File: src/rtl/irq_agg_pkg.sv
package irq_agg_pkg;
  localparam int CTL_W = 8;
  // control register bit positions
  localparam int B_PCF = 0;
  localparam int B_EXF = 1;
  localparam int B_TMF = 2;
  localparam int B_PCE = 3;
  localparam int B_EXE = 4;
  localparam int B_TME = 5;
  localparam int B_PIE = 6;
  localparam int B_GIE = 7;
  localparam int N_CORE = 3;
endpackage

File: src/rtl/irq_sync.sv
module irq_sync #(
  parameter int W      = 7,
  parameter int STAGES = 2
) (
  input  logic         clk_i,
  input  logic         rst_ni,
  input  logic [W-1:0] d_i,
  output logic [W-1:0] q_o,
  output logic         valid_o
);
  localparam int FILL = STAGES + 1;
  localparam int CW   = $clog2(FILL + 1);

  logic [W-1:0]  st_q [STAGES];
  logic [CW-1:0] cnt_q;

  always_ff @(posedge clk_i or negedge rst_ni) begin
    if (!rst_ni) begin
      for (int i = 0; i < STAGES; i++) st_q[i] <= '0;
    end else begin
      st_q[0] <= d_i;
      for (int i = 1; i < STAGES; i++) st_q[i] <= st_q[i-1];
    end
  end

  // detection is held off until the chain carries real pin values
  always_ff @(posedge clk_i or negedge rst_ni) begin
    if (!rst_ni)                   cnt_q <= '0;
    else if (cnt_q != CW'(FILL))   cnt_q <= cnt_q + 1'b1;
  end

  assign q_o     = st_q[STAGES-1];
  assign valid_o = (cnt_q == CW'(FILL));
endmodule

File: src/rtl/irq_edge_det.sv
module irq_edge_det (
  input  logic clk_i,
  input  logic rst_ni,
  input  logic valid_i,
  input  logic d_i,
  input  logic rise_sel_i,
  output logic evt_o
);
  logic prev_q;

  always_ff @(posedge clk_i or negedge rst_ni) begin
    if (!rst_ni) prev_q <= 1'b0;
    else         prev_q <= d_i;
  end

  assign evt_o = valid_i & (rise_sel_i ? (d_i & ~prev_q) : (~d_i & prev_q));

  p_one_clock_r10: assert property (@(posedge clk_i) disable iff (!rst_ni)
    evt_o |=> !evt_o);
endmodule

File: src/rtl/irq_port_chg.sv
module irq_port_chg #(
  parameter int W = 6
) (
  input  logic         clk_i,
  input  logic         rst_ni,
  input  logic         valid_i,
  input  logic [W-1:0] d_i,
  input  logic [W-1:0] mask_i,
  input  logic         rd_i,
  output logic         evt_o
);
  logic [W-1:0] ref_q;
  logic [W-1:0] diff;

  // reference reloads every cycle; a read in the detection cycle drops the event
  always_ff @(posedge clk_i or negedge rst_ni) begin
    if (!rst_ni) ref_q <= '0;
    else         ref_q <= d_i;
  end

  assign diff  = (d_i ^ ref_q) & mask_i;
  assign evt_o = valid_i & ~rd_i & (|diff);

  p_masked_only_r4: assert property (@(posedge clk_i) disable iff (!rst_ni)
    evt_o |-> (|mask_i));
  p_read_loses_r5: assert property (@(posedge clk_i) disable iff (!rst_ni)
    rd_i |-> !evt_o);
endmodule

File: src/rtl/irq_agg_ctrl.sv
module irq_agg_ctrl
  import irq_agg_pkg::*;
#(
  parameter int PORT_W      = 6,
  parameter int PER_N       = 8,
  parameter int SYNC_STAGES = 2
) (
  input  logic              clk_i,
  input  logic              rst_ni,
  input  logic              ctl_we_i,
  input  logic [CTL_W-1:0]  ctl_wdata_i,
  output logic [CTL_W-1:0]  ctl_o,
  input  logic              mask_we_i,
  input  logic [PORT_W-1:0] mask_wdata_i,
  output logic [PORT_W-1:0] mask_o,
  input  logic              edge_we_i,
  input  logic              edge_wdata_i,
  output logic              edge_sel_o,
  input  logic              ext_pin_i,
  input  logic              tmr_ovf_i,
  input  logic [PORT_W-1:0] port_i,
  input  logic              port_rd_i,
  output logic [PORT_W-1:0] port_o,
  input  logic [PER_N-1:0]  per_flag_i,
  input  logic [PER_N-1:0]  per_en_i,
  output logic              irq_o,
  output logic              wake_o
);
  localparam int SW = PORT_W + 1;

  logic [CTL_W-1:0]  ctl_q, ctl_d;
  logic [PORT_W-1:0] mask_q;
  logic              edge_sel_q;
  logic [SW-1:0]     sync_q;
  logic              sync_valid;
  logic              ext_evt, pc_evt;
  logic              core_pend, per_pend;

  irq_sync #(.W(SW), .STAGES(SYNC_STAGES)) u_sync (
    .clk_i   (clk_i),
    .rst_ni  (rst_ni),
    .d_i     ({ext_pin_i, port_i}),
    .q_o     (sync_q),
    .valid_o (sync_valid)
  );

  irq_edge_det u_ext (
    .clk_i      (clk_i),
    .rst_ni     (rst_ni),
    .valid_i    (sync_valid),
    .d_i        (sync_q[SW-1]),
    .rise_sel_i (edge_sel_q),
    .evt_o      (ext_evt)
  );

  irq_port_chg #(.W(PORT_W)) u_pchg (
    .clk_i   (clk_i),
    .rst_ni  (rst_ni),
    .valid_i (sync_valid),
    .d_i     (sync_q[PORT_W-1:0]),
    .mask_i  (mask_q),
    .rd_i    (port_rd_i),
    .evt_o   (pc_evt)
  );

  // hardware set overrides a same-cycle software write
  always_comb begin
    ctl_d = ctl_we_i ? ctl_wdata_i : ctl_q;
    if (pc_evt)    ctl_d[B_PCF] = 1'b1;
    if (ext_evt)   ctl_d[B_EXF] = 1'b1;
    if (tmr_ovf_i) ctl_d[B_TMF] = 1'b1;
  end

  always_ff @(posedge clk_i or negedge rst_ni) begin
    if (!rst_ni) begin
      ctl_q      <= '0;
      mask_q     <= '0;
      edge_sel_q <= 1'b1;
    end else begin
      ctl_q <= ctl_d;
      if (mask_we_i) mask_q     <= mask_wdata_i;
      if (edge_we_i) edge_sel_q <= edge_wdata_i;
    end
  end

  assign core_pend = |(ctl_q[B_TMF:B_PCF] & ctl_q[B_TME:B_PCE]);
  assign per_pend  = ctl_q[B_PIE] & (|(per_flag_i & per_en_i));
  assign irq_o     = ctl_q[B_GIE] & (core_pend | per_pend);
  assign wake_o    = core_pend | per_pend;

  assign ctl_o      = ctl_q;
  assign mask_o     = mask_q;
  assign edge_sel_o = edge_sel_q;
  assign port_o     = sync_q[PORT_W-1:0];

  p_tmr_set_r3: assert property (@(posedge clk_i) disable iff (!rst_ni)
    tmr_ovf_i |=> ctl_o[B_TMF]);
  p_ext_set_r2: assert property (@(posedge clk_i) disable iff (!rst_ni)
    ext_evt |=> ctl_o[B_EXF]);
  p_pc_set_r4: assert property (@(posedge clk_i) disable iff (!rst_ni)
    pc_evt |=> ctl_o[B_PCF]);
  p_sticky_r6: assert property (@(posedge clk_i) disable iff (!rst_ni)
    (ctl_o[B_EXF] && !ctl_we_i) |=> ctl_o[B_EXF]);
  p_gie_gate_r8: assert property (@(posedge clk_i) disable iff (!rst_ni)
    !ctl_o[B_GIE] |-> !irq_o);
  p_wake_r9: assert property (@(posedge clk_i) disable iff (!rst_ni)
    irq_o |-> wake_o);
  p_pie_gate_r7: assert property (@(posedge clk_i) disable iff (!rst_ni)
    (!ctl_o[B_PIE] && !(|(ctl_o[B_TMF:B_PCF] & ctl_o[B_TME:B_PCE]))) |-> (!irq_o && !wake_o));
endmodule

File: config.mk
export PLATFORM = sky130hd
export DESIGN_NAME = irq_agg_ctrl
export DESIGN_NICKNAME = d
export VERILOG_FILES = /design/src/rtl/irq_agg_pkg.sv /design/src/rtl/irq_sync.sv /design/src/rtl/irq_edge_det.sv /design/src/rtl/irq_port_chg.sv /design/src/rtl/irq_agg_ctrl.sv
export SDC_FILE = /design/constraint.sdc
export NUM_CORES = 1
export LEC_CHECK = 0
export ABC_AREA = 1
export BUFFER_PORTS_ARGS = -buffer_cell sky130_fd_sc_hd__buf_2
export CAP_MARGIN = 20
export CORE_ASPECT_RATIO = 1.4
export CORE_UTILIZATION = 42
export DETAILED_ROUTE_END_ITERATION = 10
export GPL_ROUTABILITY_DRIVEN = 0
export PLACE_DENSITY = 0.8
export SLEW_MARGIN = 20
export SYNTH_ARGS = -nofsm -noshare
export SYNTH_HDL_FRONTEND = slang
export SYNTH_SLANG_ARGS = --single-unit
File: constraint.sdc
create_clock -name clk_i -period 1.15 [get_ports clk_i]
set_clock_uncertainty 0.05 [all_clocks]
set_input_delay 0 -clock clk_i [delete_from_list [all_inputs] [get_ports clk_i]]
set_output_delay 0 -clock clk_i [all_outputs]
set_load 0.005 [all_outputs]
==> metrics.cfg, run 1 <==
[power]
ir_drop_uv = 1090
power_density_nw_per_um2 = 1240
p_leak_nw = 1.20

[floorplan]
num_io_pins = 68
die_area_um2 = 3830
die_x_um = 52.6
num_rows = 25
coreArea_um2 = 3410
die_y_um = 72.9
start_util_pct = 44.2

[finish]
layout_common_cells = 66 x buf_2, 38 x nand2_1, 37 x dfrtp_1
fin_nets = 280
fillers = 263
drive_gt1_share_pct = 43.2
finish.utilization_pct = 65.9
multiInputGateArea_um2 = 467
antenna-diode-count = 0
layout_commonest_cell = buf_2
ff_latch_area_um2 = 952
area_growth_pct = 49.2

[detailed_routing]
vias = 1244
drc_errors = 0
dr.pass1.iters = 4
routed_wirelength_mm = 3.09
viasPerCell = 4.54
wl_per_cell_um = 11.3
antenna_left = 0
drtIter0Drc = 3

[worst_hold_path]
min_path_cells = 3
min_path_type = in2reg

[clock_network]
cts_max_path_buffers = 2
numCtsBuffers = 5
clock-sinks = 38
root_buffer = clkbuf_8
clk_pin_slew_worst_paths_ns = 0.06
htree_levels = 2
cts_tree = built
insertion_delay_ns = 0.28

[synthesis]
synth_seq_cells = 38
syn_inst = 134
synth_area_leaders = dfrtp_1 61%, mux2_4 10%, nand2_1 9.7%
ys_seq_area_share_pct = 63.2
syn-cell-area_um2 = 1510
synth_fp_nets = 180
ys_warn_count = 0
synth.distinct_cells = 17
avgSynthCellArea_um2 = 11.2
synth_top_area_share_pct = 61.5
synth_top_cell_by_area = dfrtp_1

[setup_path]
cp_data_arrival_time_ns = 1.13
cp_common_cell = a21oi_2
path_max_fanout = 2
crit_family = flip-flops
path_depth = 5
path_buf_inv = 1
worstPathCellList = nand2_1 -> nand2_2 -> a21oi_2 -> a21oi_2 -> buf_2
worstSetupPathType = reg2out
start_kind = flop
crit_required_ns = 1.10
cp-end-kind = output pin
r2r_cells = 6
cp_slowest_cell = dfrtp_1
max_stage_delay_ns = 0.38

[sta]
period_needed_ns = 1.18
setup_ws_ns = -0.0288
rsz0062_at_grt = true
max_freq_mhz = 848
maxSlewViolCount = 0
final.setup.tns_ns = -0.0483
tightest_slew_ns = 0.413
slew_headroom_pct = 72.5
final-hold-violation-count = 0
setup_viol = 2
post-route-period-util_pct = 103

[place]
port_buffers = 67
dp.final_hpwl_mm = 2.04

[global_route]
grt_usage_pct = 18.5
grt_pass1_wl_mm = 4.94
overflow = 0
grt_pass1_vias = 1182
grt_start_max_net_pins = 21
grt_antenna_before_repair = 0

[status]
violations = setup timing
status = finished with violations

[flow_run]
cap_violations = 0

-- tightest hold or removal path, stage by stage --
cell     delay [ns]
buf_2          0.19
nand2_1        0.08
o21ai_1        0.05
-- power breakdown --
part / internal, mW / leakage (nW) / switching, mW
Combinational: 0.287 / 0.724 / 0.192
Clock: 0.406 / 0.0438 / 0.410
Sequential: 1.43 / 0.432 / 0.0564
-- metal layers --
metal	wire, um	up-vias	GRT usage (%)
met5	0	-	0
met4	23	0	6.43
met3	215	2	7.29
met2	1670	55	32.5
met1	1180	577	19.6
li1	-	610	-
-- cells by family (layout without fill, tap and decap cells) --
kind of cell / count (synthesis) / count (layout) / share of synthesized area (%)
simple gates: 55 / 55 / 14.1
flops: 38 / 38 / 63.2
buf+inv: 18 / 118 / 6.98
mux: 12 / 12 / 11.3
compound gates: 9 / 9 / 2.99
fa+ha+maj: 1 / 1 / 0.830
xor+xnor: 1 / 1 / 0.582
-- cells in the mapped netlist --
cell type and number:
a21oi_1 4, buf_4 6, buf_6 2, dfrtp_1 37, dfstp_2 1, ha_1 1, inv_1 9, inv_2 1
mux2_4 10, mux2i_1 2, nand2_1 39, nand3_1 3, nor2_1 12, nor2_2 1, o21ai_0 2, o21ai_1 3
xnor2_1 1
-- stage by stage --
step	std cells	hold WS (ns)	instance area [um2]	worst slack (ns)	power (mW)
2_1_floorplan	134	-0.346	1510	0.173	1.69
3_3_place_gp	235	-0.0865	1840	0.122	1.86
3_5_place_dp	235	-0.0886	1840	0.109	1.87
4_1_cts	272	0.0230	2210	-0.0296	2.79
5_1_grt	274	0.0156	2250	-0.127	2.95
6_report	274	0.0354	2250	-0.0288	2.78
-- what timing repair did --
action,4_1_cts,5_1_grt
setup endpoints to repair,2,3
gates cloned,0,0
resized for setup,2,5
setup buffers,4,2
hold endpoints to repair,60,0
hold buffers,26,0
pin swaps,0,10
-- state kept, by name (all words and copies together) (netlist names) --
| signal | cells |
|---|---|
| ctl_o | 8 |
| edge_sel_o | 1 |
| mask_o | 6 |
| u_sync.cnt_q | 2 |
| u_ext.prev_q | 1 |
| u_pchg.ref_q | 6 |
| u_sync.st_q | 7 |
| u_sync.q_o | 7 |
-- cell type report --
cell class | count | share of cell area (%)
well taps | 40 | 2.23
repair buffers | 101 | 29.5
flip-flops and latches | 38 | 42.4
inverters | 10 | 1.67
clock inverters | 2 | 0.445
multi-input cells | 78 | 20.8
clock buffers | 5 | 3.06
-- worst paths after layout --
| kind | endpoint | from | slack (ns) |
|---|---|---|---|
| min in group asynchronous | u_sync.cnt_q[0]$_DFFE_PN0P_ | rst_ni | 0.12 |
| setup / recovery | irq_o | ctl_o[0]$_DFFE_PN0P_ | -0.03 |
| max in group asynchronous | u_sync.st_q[9]$_DFF_PN0_ | rst_ni | 0.43 |
| hold reg to reg | u_sync.q_o[4]$_DFF_PN0_ | u_sync.st_q[11]$_DFF_PN0_ | 0.30 |
| hold / removal | ctl_o[7]$_DFFE_PN0P_ | ctl_we_i | 0.04 |
| setup reg to reg | ctl_o[0]$_DFFE_PN0P_ | u_sync.q_o[5]$_DFF_PN0_ | 0.12 |
(Power assumes the default switching activity.)
==> run 2: changes to the inputs <==
PLACE_DENSITY = 0.79   (was 0.8)
SYNTH_HIERARCHICAL = 1   (was default)
==> metrics.cfg, run 2 <==
[detailed_routing]
antenna_left = 0  ; unchanged
viasPerCell = 4.45  ; was 4.54
wl_per_cell_um = 11.3  ; about the same
vias = 1282  ; was 1244
wl_met2_mm = 1.71  ; was 1.67 mm
wl_met1_mm = 1.25  ; was 1.18 mm
drc_errors = 0  ; unchanged
routed_wirelength_mm = 3.25  ; was 3.09 mm
dr.pass1.iters = 4  ; unchanged
wl_met3_um = 227  ; was 215 um
drtIter0Drc = 8  ; was 3
top_layer = met4  ; unchanged

[sta]
maxSlewViolCount = 0  ; unchanged
max_freq_mhz = 846  ; was 848 MHz
tightest_slew_ns = 0.361  ; was 0.413 ns
final.setup.tns_ns = -0.0345  ; was -0.0483 ns
setup_ws_ns = -0.0327  ; was -0.0288 ns
setup_viol = 2  ; unchanged
rsz0062_at_grt = true  ; unchanged
period_needed_ns = 1.18  ; about the same
final-hold-violation-count = 0  ; unchanged
slew_headroom_pct = 75.9  ; was 72.5%
post-route-period-util_pct = 103  ; about the same

[clock_network]
cts_tree = built  ; unchanged
htree_levels = 2  ; unchanged
numCtsBuffers = 5  ; unchanged
insertion_delay_ns = 0.28  ; about the same
clock-sinks = 38  ; unchanged
clk_pin_slew_worst_paths_ns = 0.07  ; was 0.06 ns
root_buffer = clkbuf_8  ; unchanged
cts_max_path_buffers = 2  ; unchanged

[synthesis]
ys_warn_count = 6  ; was 0
synth_top_area_share_pct = 60.5  ; was 61.5%
synth.most_common_cell = nand2_1  ; unchanged
ys_seq_area_share_pct = 62.2  ; was 63.2%
syn_inst = 146  ; was 134
synth.distinct_cells = 13  ; was 17
avgSynthCellArea_um2 = 10.5  ; was 11.2 um2
syn-cell-area_um2 = 1530  ; was 1510 um2
synth_area_leaders = dfrtp_1 61%, nand2_1 10%, mux2_4 5.9%  ; was dfrtp_1 61%, mux2_4 10%, nand2_1 9.7%
synth_ff_type = dfrtp_1  ; unchanged
synth_seq_cells = 38  ; unchanged
synth_fp_nets = 193  ; was 180
synth_top_cell_by_area = dfrtp_1  ; unchanged
synth_edf_count = 0  ; unchanged
ys_async_sr_fraction_pct = 100  ; unchanged
synthTopCellsByCount = 42 x nand2_1, 37 x dfrtp_1, 18 x inv_1  ; was 39 x nand2_1, 37 x dfrtp_1, 12 x nor2_1

[global_route]
grt_pass1_vias = 1211  ; was 1182
overflow = 0  ; unchanged
grt_pass1_wl_mm = 4.91  ; was 4.94 mm
grt_usage_pct = 17.6  ; was 18.5%
grt_start_max_net_pins = 18  ; was 21
grt_antenna_before_repair = 0  ; unchanged

[floorplan]
die_area_um2 = 3890  ; was 3830 um2
num_rows = 25  ; unchanged
die_y_um = 73.4  ; was 72.9 um
die_x_um = 53.0  ; was 52.6 um
coreArea_um2 = 3440  ; was 3410 um2
start_util_pct = 44.5  ; was 44.2%
num_io_pins = 68  ; unchanged

[setup_path]
rrSetupSlack_ns = 0.02  ; was 0.12 ns
cp-end-kind = output pin  ; unchanged
crit_family = flip-flops  ; unchanged
worstPathCellList = inv_2 -> o21ai_2 -> a21oi_2 -> a21oi_1 -> buf_2  ; was nand2_1 -> nand2_2 -> a21oi_2 -> a21oi_2 -> buf_2
r2r_cells = 8  ; was 6
r2r_start = u_sync/q_o[3]$_DFF_PN0_  ; was u_sync.q_o[5]$_DFF_PN0_
start_kind = flop  ; unchanged
crit_required_ns = 1.10  ; about the same
cp_slowest_cell = dfrtp_1  ; unchanged
max_stage_delay_ns = 0.37  ; was 0.38 ns
cp_data_arrival_time_ns = 1.13  ; about the same
path_buf_inv = 2  ; was 1
path_max_fanout = 2  ; unchanged
worstSetupPathType = reg2out  ; unchanged
r2r-end = ctl_o[0]$_DFFE_PN0P_  ; unchanged

[place]
dp.final_hpwl_mm = 2.19  ; was 2.04 mm
dpl.cell_count = 249  ; was 235
port_buffers = 67  ; unchanged
dpl_cell_area_um2 = 1880  ; was 1840 um2

[power]
ir_drop_uv = 928  ; was 1090 uV
fin_total_pwr_mw = 2.85  ; was 2.78 mW
power_density_nw_per_um2 = 1250  ; was 1240 nW/um2
p_leak_nw = 1.25  ; was 1.20 nW

[finish]
final_cell_count_no_fill = 288  ; was 274
drive_gt1_share_pct = 41.1  ; was 43.2%
fillers = 273  ; was 263
layout_common_cells = 67 x buf_2, 42 x nand2_1, 37 x dfrtp_1  ; was 66 x buf_2, 38 x nand2_1, 37 x dfrtp_1
fin_nets = 294  ; was 280
finish.utilization_pct = 66.2  ; was 65.9%
antenna-diode-count = 0  ; unchanged
largest_reg_flops = 8  ; unchanged
layout_commonest_cell = buf_2  ; unchanged
fin_area_um2 = 2280  ; was 2250 um2
area_growth_pct = 48.9  ; was 49.2%

[worst_hold_path]
min_path_type = in2reg  ; unchanged
holdPathEnd = ctl_o[0]$_DFFE_PN0P_  ; was ctl_o[7]$_DFFE_PN0P_
min_path_cells = 2  ; was 3
holdCritStartpoint = ctl_we_i  ; unchanged

[status]
violations = setup timing  ; unchanged
status = finished with violations  ; unchanged

[flow_run]
cap_violations = 0  ; unchanged

run 2: cell types whose count changed in the layout (fill, tap and decap cells not counted), sizes merged, moves of 2 or more:
| cell | delta |
|---|---|
| a21oi | +2 |
| buf | +3 |
| clkbuf | +2 |
| inv | +8 |
| mux2i | -2 |
| nand2 | +3 |
| nor2 | -2 |
run 2: cell families after synthesis:
family                     Yosys count  share of synthesized area [%]
muxes                               10                           8.83
and+or+nand+nor                     57                           14.3
adders and majority gates            2                           1.64
buffers and inverters               27                           9.08
AOI/OAI and AO/OA                   12                           3.92
DFF                                 38                           62.2
run 2: per-stage QoR:
step | worst slack (ns) | hold slack (ns)
final | -0.0327 | 0.0121
after global routing | -0.139 | 0.0389
after detailed placement | -0.00208 | -0.118
after CTS | -0.0532 | 0.0118
after floorplan | 0.00697 | -0.346
after global placement | 0.0496 | -0.121
run 2: worst reg2reg max path, cell delays in order (launching register included):
cell and delay [ns]:
dfrtp_1 0.40, inv_1 0.06, nand2_1 0.05, nand3_1 0.05, nand2_1 0.06, nor2_1 0.11
a21oi_1 0.07, a21oi_1 0.10, o21ai_1 0.07
run 2: repair_timing:
item                                   in CTS  in global routing
endpoints found under the hold margin      60                  0
pin swaps                                   3                  3
hold buffers                               25                  0
resized for setup                           4                  4
setup endpoints to repair                   3                  5
setup buffers                               3                  3
run 2: area by class of cell:
| class | count | area [um2] | area share (%) |
|---|---|---|---|
| multi-input cells | 81 | 449 | 19.7 |
| repair buffers | 103 | 668 | 29.3 |
| flip-flops and latches | 38 | 952 | 41.8 |
| well taps | 40 | 50.0 | 2.20 |
| inverters | 18 | 67.6 | 2.97 |
| clock inverters | 1 | 5.00 | 0.220 |
| clock buffers | 7 | 86.3 | 3.79 |
run 2: layer usage:
| layer | vias up | GRT usage [%] |
|---|---|---|
| li1 | 640 | - |
| met1 | 579 | 19.0 |
| met2 | 56 | 31.9 |
| met3 | 7 | 5.59 |
| met4 | 0 | 5.26 |
| met5 | - | 0 |
run 2: where the power goes:
group / leakage [nW] / switching [mW] / total [mW] / internal (mW)
combinational: 0.764 / 0.183 / 0.455 / 0.272
sequential: 0.433 / 0.0592 / 1.49 / 1.43
clock: 0.0482 / 0.427 / 0.910 / 0.483
total: 1.25 / 0.670 / 2.85 / 2.18
run 2: worst max-delay path by stage:
stage | to | slack [ns] | from | depth (start not counted)
2_1_floorplan | ctl_o[0]$_DFFE_PN0P_ | 0.007 | u_sync/q_o[2]$_DFF_PN0_ | 9
6_report | irq_o | -0.03 | ctl_o[4]$_DFFE_PN0P_ | 5
4_1_cts | irq_o | -0.05 | ctl_o[5]$_DFFE_PN0P_ | 5
3_3_place_gp | ctl_o[0]$_DFFE_PN0P_ | 0.05 | u_sync/q_o[4]$_DFF_PN0_ | 8
3_5_place_dp | ctl_o[0]$_DFFE_PN0P_ | -0.002 | u_sync/q_o[4]$_DFF_PN0_ | 8
5_1_grt | ctl_o[0]$_DFFE_PN0P_ | -0.14 | u_sync/q_o[4]$_DFF_PN0_ | 8
==> run 3: changes to the inputs <==
HOLD_SLACK_MARGIN = 0.08   (was default)
==> metrics.cfg, run 3 (synthesis gave the netlist of run 2 again) <==
[finish]
finish.utilization_pct = 67.1  ; was 66.2%
antenna-diode-count = 0  ; unchanged
fin_area_um2 = 2310  ; was 2280 um2
largest_reg_flops = 8  ; unchanged
final_cell_count_no_fill = 291  ; was 288
layout_common_cells = 67 x buf_2, 42 x nand2_1, 37 x dfrtp_1  ; unchanged
ff_latch_area_um2 = 952  ; unchanged
drive_gt1_share_pct = 40.6  ; was 41.1%
multiInputGateArea_um2 = 449  ; unchanged
area_growth_pct = 50.9  ; was 48.9%
fin_nets = 297  ; was 294
layout_commonest_cell = buf_2  ; unchanged
fillers = 270  ; was 273

[global_route]
overflow = 0  ; unchanged
grt_pass1_wl_mm = 4.92  ; was 4.91 mm
grt_usage_pct = 17.7  ; was 17.6%
grt_antenna_before_repair = 0  ; unchanged
grt_start_max_net_pins = 18  ; unchanged
grt_pass1_vias = 1218  ; was 1211

[sta]
slew_headroom_pct = 75.8  ; was 75.9%
setup_viol = 2  ; unchanged
maxSlewViolCount = 0  ; unchanged
max_freq_mhz = 845  ; was 846 MHz
post-route-period-util_pct = 103  ; about the same
period_needed_ns = 1.18  ; about the same
tightest_slew_ns = 0.364  ; was 0.361 ns
setup_ws_ns = -0.0334  ; was -0.0327 ns
final-hold-violation-count = 0  ; unchanged
final.setup.tns_ns = -0.0358  ; was -0.0345 ns
rsz0062_at_grt = true  ; unchanged

[power]
ir_drop_uv = 1030  ; was 928 uV
seqPwrFrac_pct = 51.9  ; was 52.1%
power_density_nw_per_um2 = 1240  ; was 1250 nW/um2
p_sw_uw = 676  ; was 670 uW
clockPowerShare_pct = 31.9  ; about the same
internal_power_mw = 2.19  ; was 2.18 mW
p_sw_share_pct = 23.6  ; was 23.5%
fin_total_pwr_mw = 2.87  ; was 2.85 mW
p_leak_nw = 1.26  ; was 1.25 nW
p_comb_share_pct = 16.2  ; was 15.9%

[setup_path]
path_max_fanout = 2  ; unchanged
worstSetupPathType = reg2out  ; unchanged
cp_data_arrival_time_ns = 1.13  ; about the same
start_kind = flop  ; unchanged
cp-end-kind = output pin  ; unchanged
crit_required_ns = 1.10  ; about the same
rrSetupSlack_ns = 0.02  ; about the same

[place]
dp.final_hpwl_mm = 2.19  ; unchanged
port_buffers = 67  ; unchanged
dpl_cell_area_um2 = 1880  ; unchanged
dpl.cell_count = 249  ; unchanged

[clock_network]
root_buffer = clkbuf_8  ; unchanged
cts_tree = built  ; unchanged
clk_pin_slew_worst_paths_ns = 0.07  ; about the same
numCtsBuffers = 5  ; unchanged
cts_max_path_buffers = 2  ; unchanged
insertion_delay_ns = 0.28  ; about the same
htree_levels = 2  ; unchanged
clock-sinks = 38  ; unchanged

[detailed_routing]
wl_per_cell_um = 11.1  ; was 11.3 um
viasPerCell = 4.50  ; was 4.45
vias = 1309  ; was 1282
drtIter0Drc = 9  ; was 8
dr.pass1.iters = 4  ; unchanged
antenna_left = 0  ; unchanged
routed_wirelength_mm = 3.24  ; was 3.25 mm
drc_errors = 0  ; unchanged

[worst_hold_path]
min_path_type = in2async  ; was in2reg

[floorplan]
start_util_pct = 44.5  ; unchanged
num_io_pins = 68  ; unchanged
die_x_um = 53.0  ; unchanged
die_area_um2 = 3890  ; unchanged
die_y_um = 73.4  ; unchanged
coreArea_um2 = 3440  ; unchanged
num_rows = 25  ; unchanged

[flow_run]
cap_violations = 0  ; unchanged

[status]
status = finished with violations  ; unchanged
violations = setup timing  ; unchanged

## run 3: timing repair
item                                   in CTS  in global routing
gates resized for setup                     4                  4
setup endpoints to repair                   3                  5
hold buffers                               28                  0
endpoints found under the hold margin      60                  0
setup buffers                               3                  3
pin swaps                                   3                  3
## run 3: final timing paths
path	startpoint	end	cells after the start
max in group asynchronous	rst_ni	u_sync/st_q[11]$_DFF_PN0_	3
setup / recovery	ctl_o[4]$_DFFE_PN0P_	irq_o	5
min in group clk_i	u_sync/st_q[11]$_DFF_PN0_	u_sync/q_o[4]$_DFF_PN0_	0
hold reg to reg	u_sync/st_q[11]$_DFF_PN0_	u_sync/q_o[4]$_DFF_PN0_	0
setup reg to reg	u_sync/q_o[3]$_DFF_PN0_	ctl_o[0]$_DFFE_PN0P_	8
hold / removal	rst_ni	mask_o[0]$_DFFE_PN0P_	2
## run 3: metal layers
metal	up-vias	GRT usage (%)	share of wire, %
li1	648	-	-
met1	598	19.2	39
met5	-	0	0
met2	56	31.9	53
met4	0	5.26	1.7
met3	7	5.59	6.6
## run 3: power groups by stage
stage / registers, mW / logic [mW] / clock network [mW]
2_1_floorplan: 1.50 / 0.180 / 0
3_3_place_gp: 1.51 / 0.350 / 0
3_5_place_dp: 1.51 / 0.358 / 0
4_1_cts: 1.49 / 0.452 / 0.959
5_1_grt: 1.50 / 0.518 / 1.00
6_report: 1.49 / 0.464 / 0.915
## run 3: cell type report
type	instances	share of cell area, %
sequential	38	41.2
timing repair buffer	106	30.2
multi-input combinational	81	19.5
clock buffer	7	3.74
inverter	18	2.93
tap	40	2.17
clock inverter	1	0.217
## run 3: critical path, cell delays in order, from the launching register on
cell and delay, ns:
dfrtp_1 0.37, inv_2 0.05, o21ai_2 0.14, a21oi_2 0.05, a21oi_1 0.12, buf_2 0.13
## run 3: metrics by stage
stage	hold slack, ns	worst slack, ns
3_5_place_dp	-0.118	-0.00208
6_report	0.116	-0.0334
2_1_floorplan	-0.346	0.00697
3_3_place_gp	-0.121	0.0496
5_1_grt	0.141	-0.139
4_1_cts	0.102	-0.0532
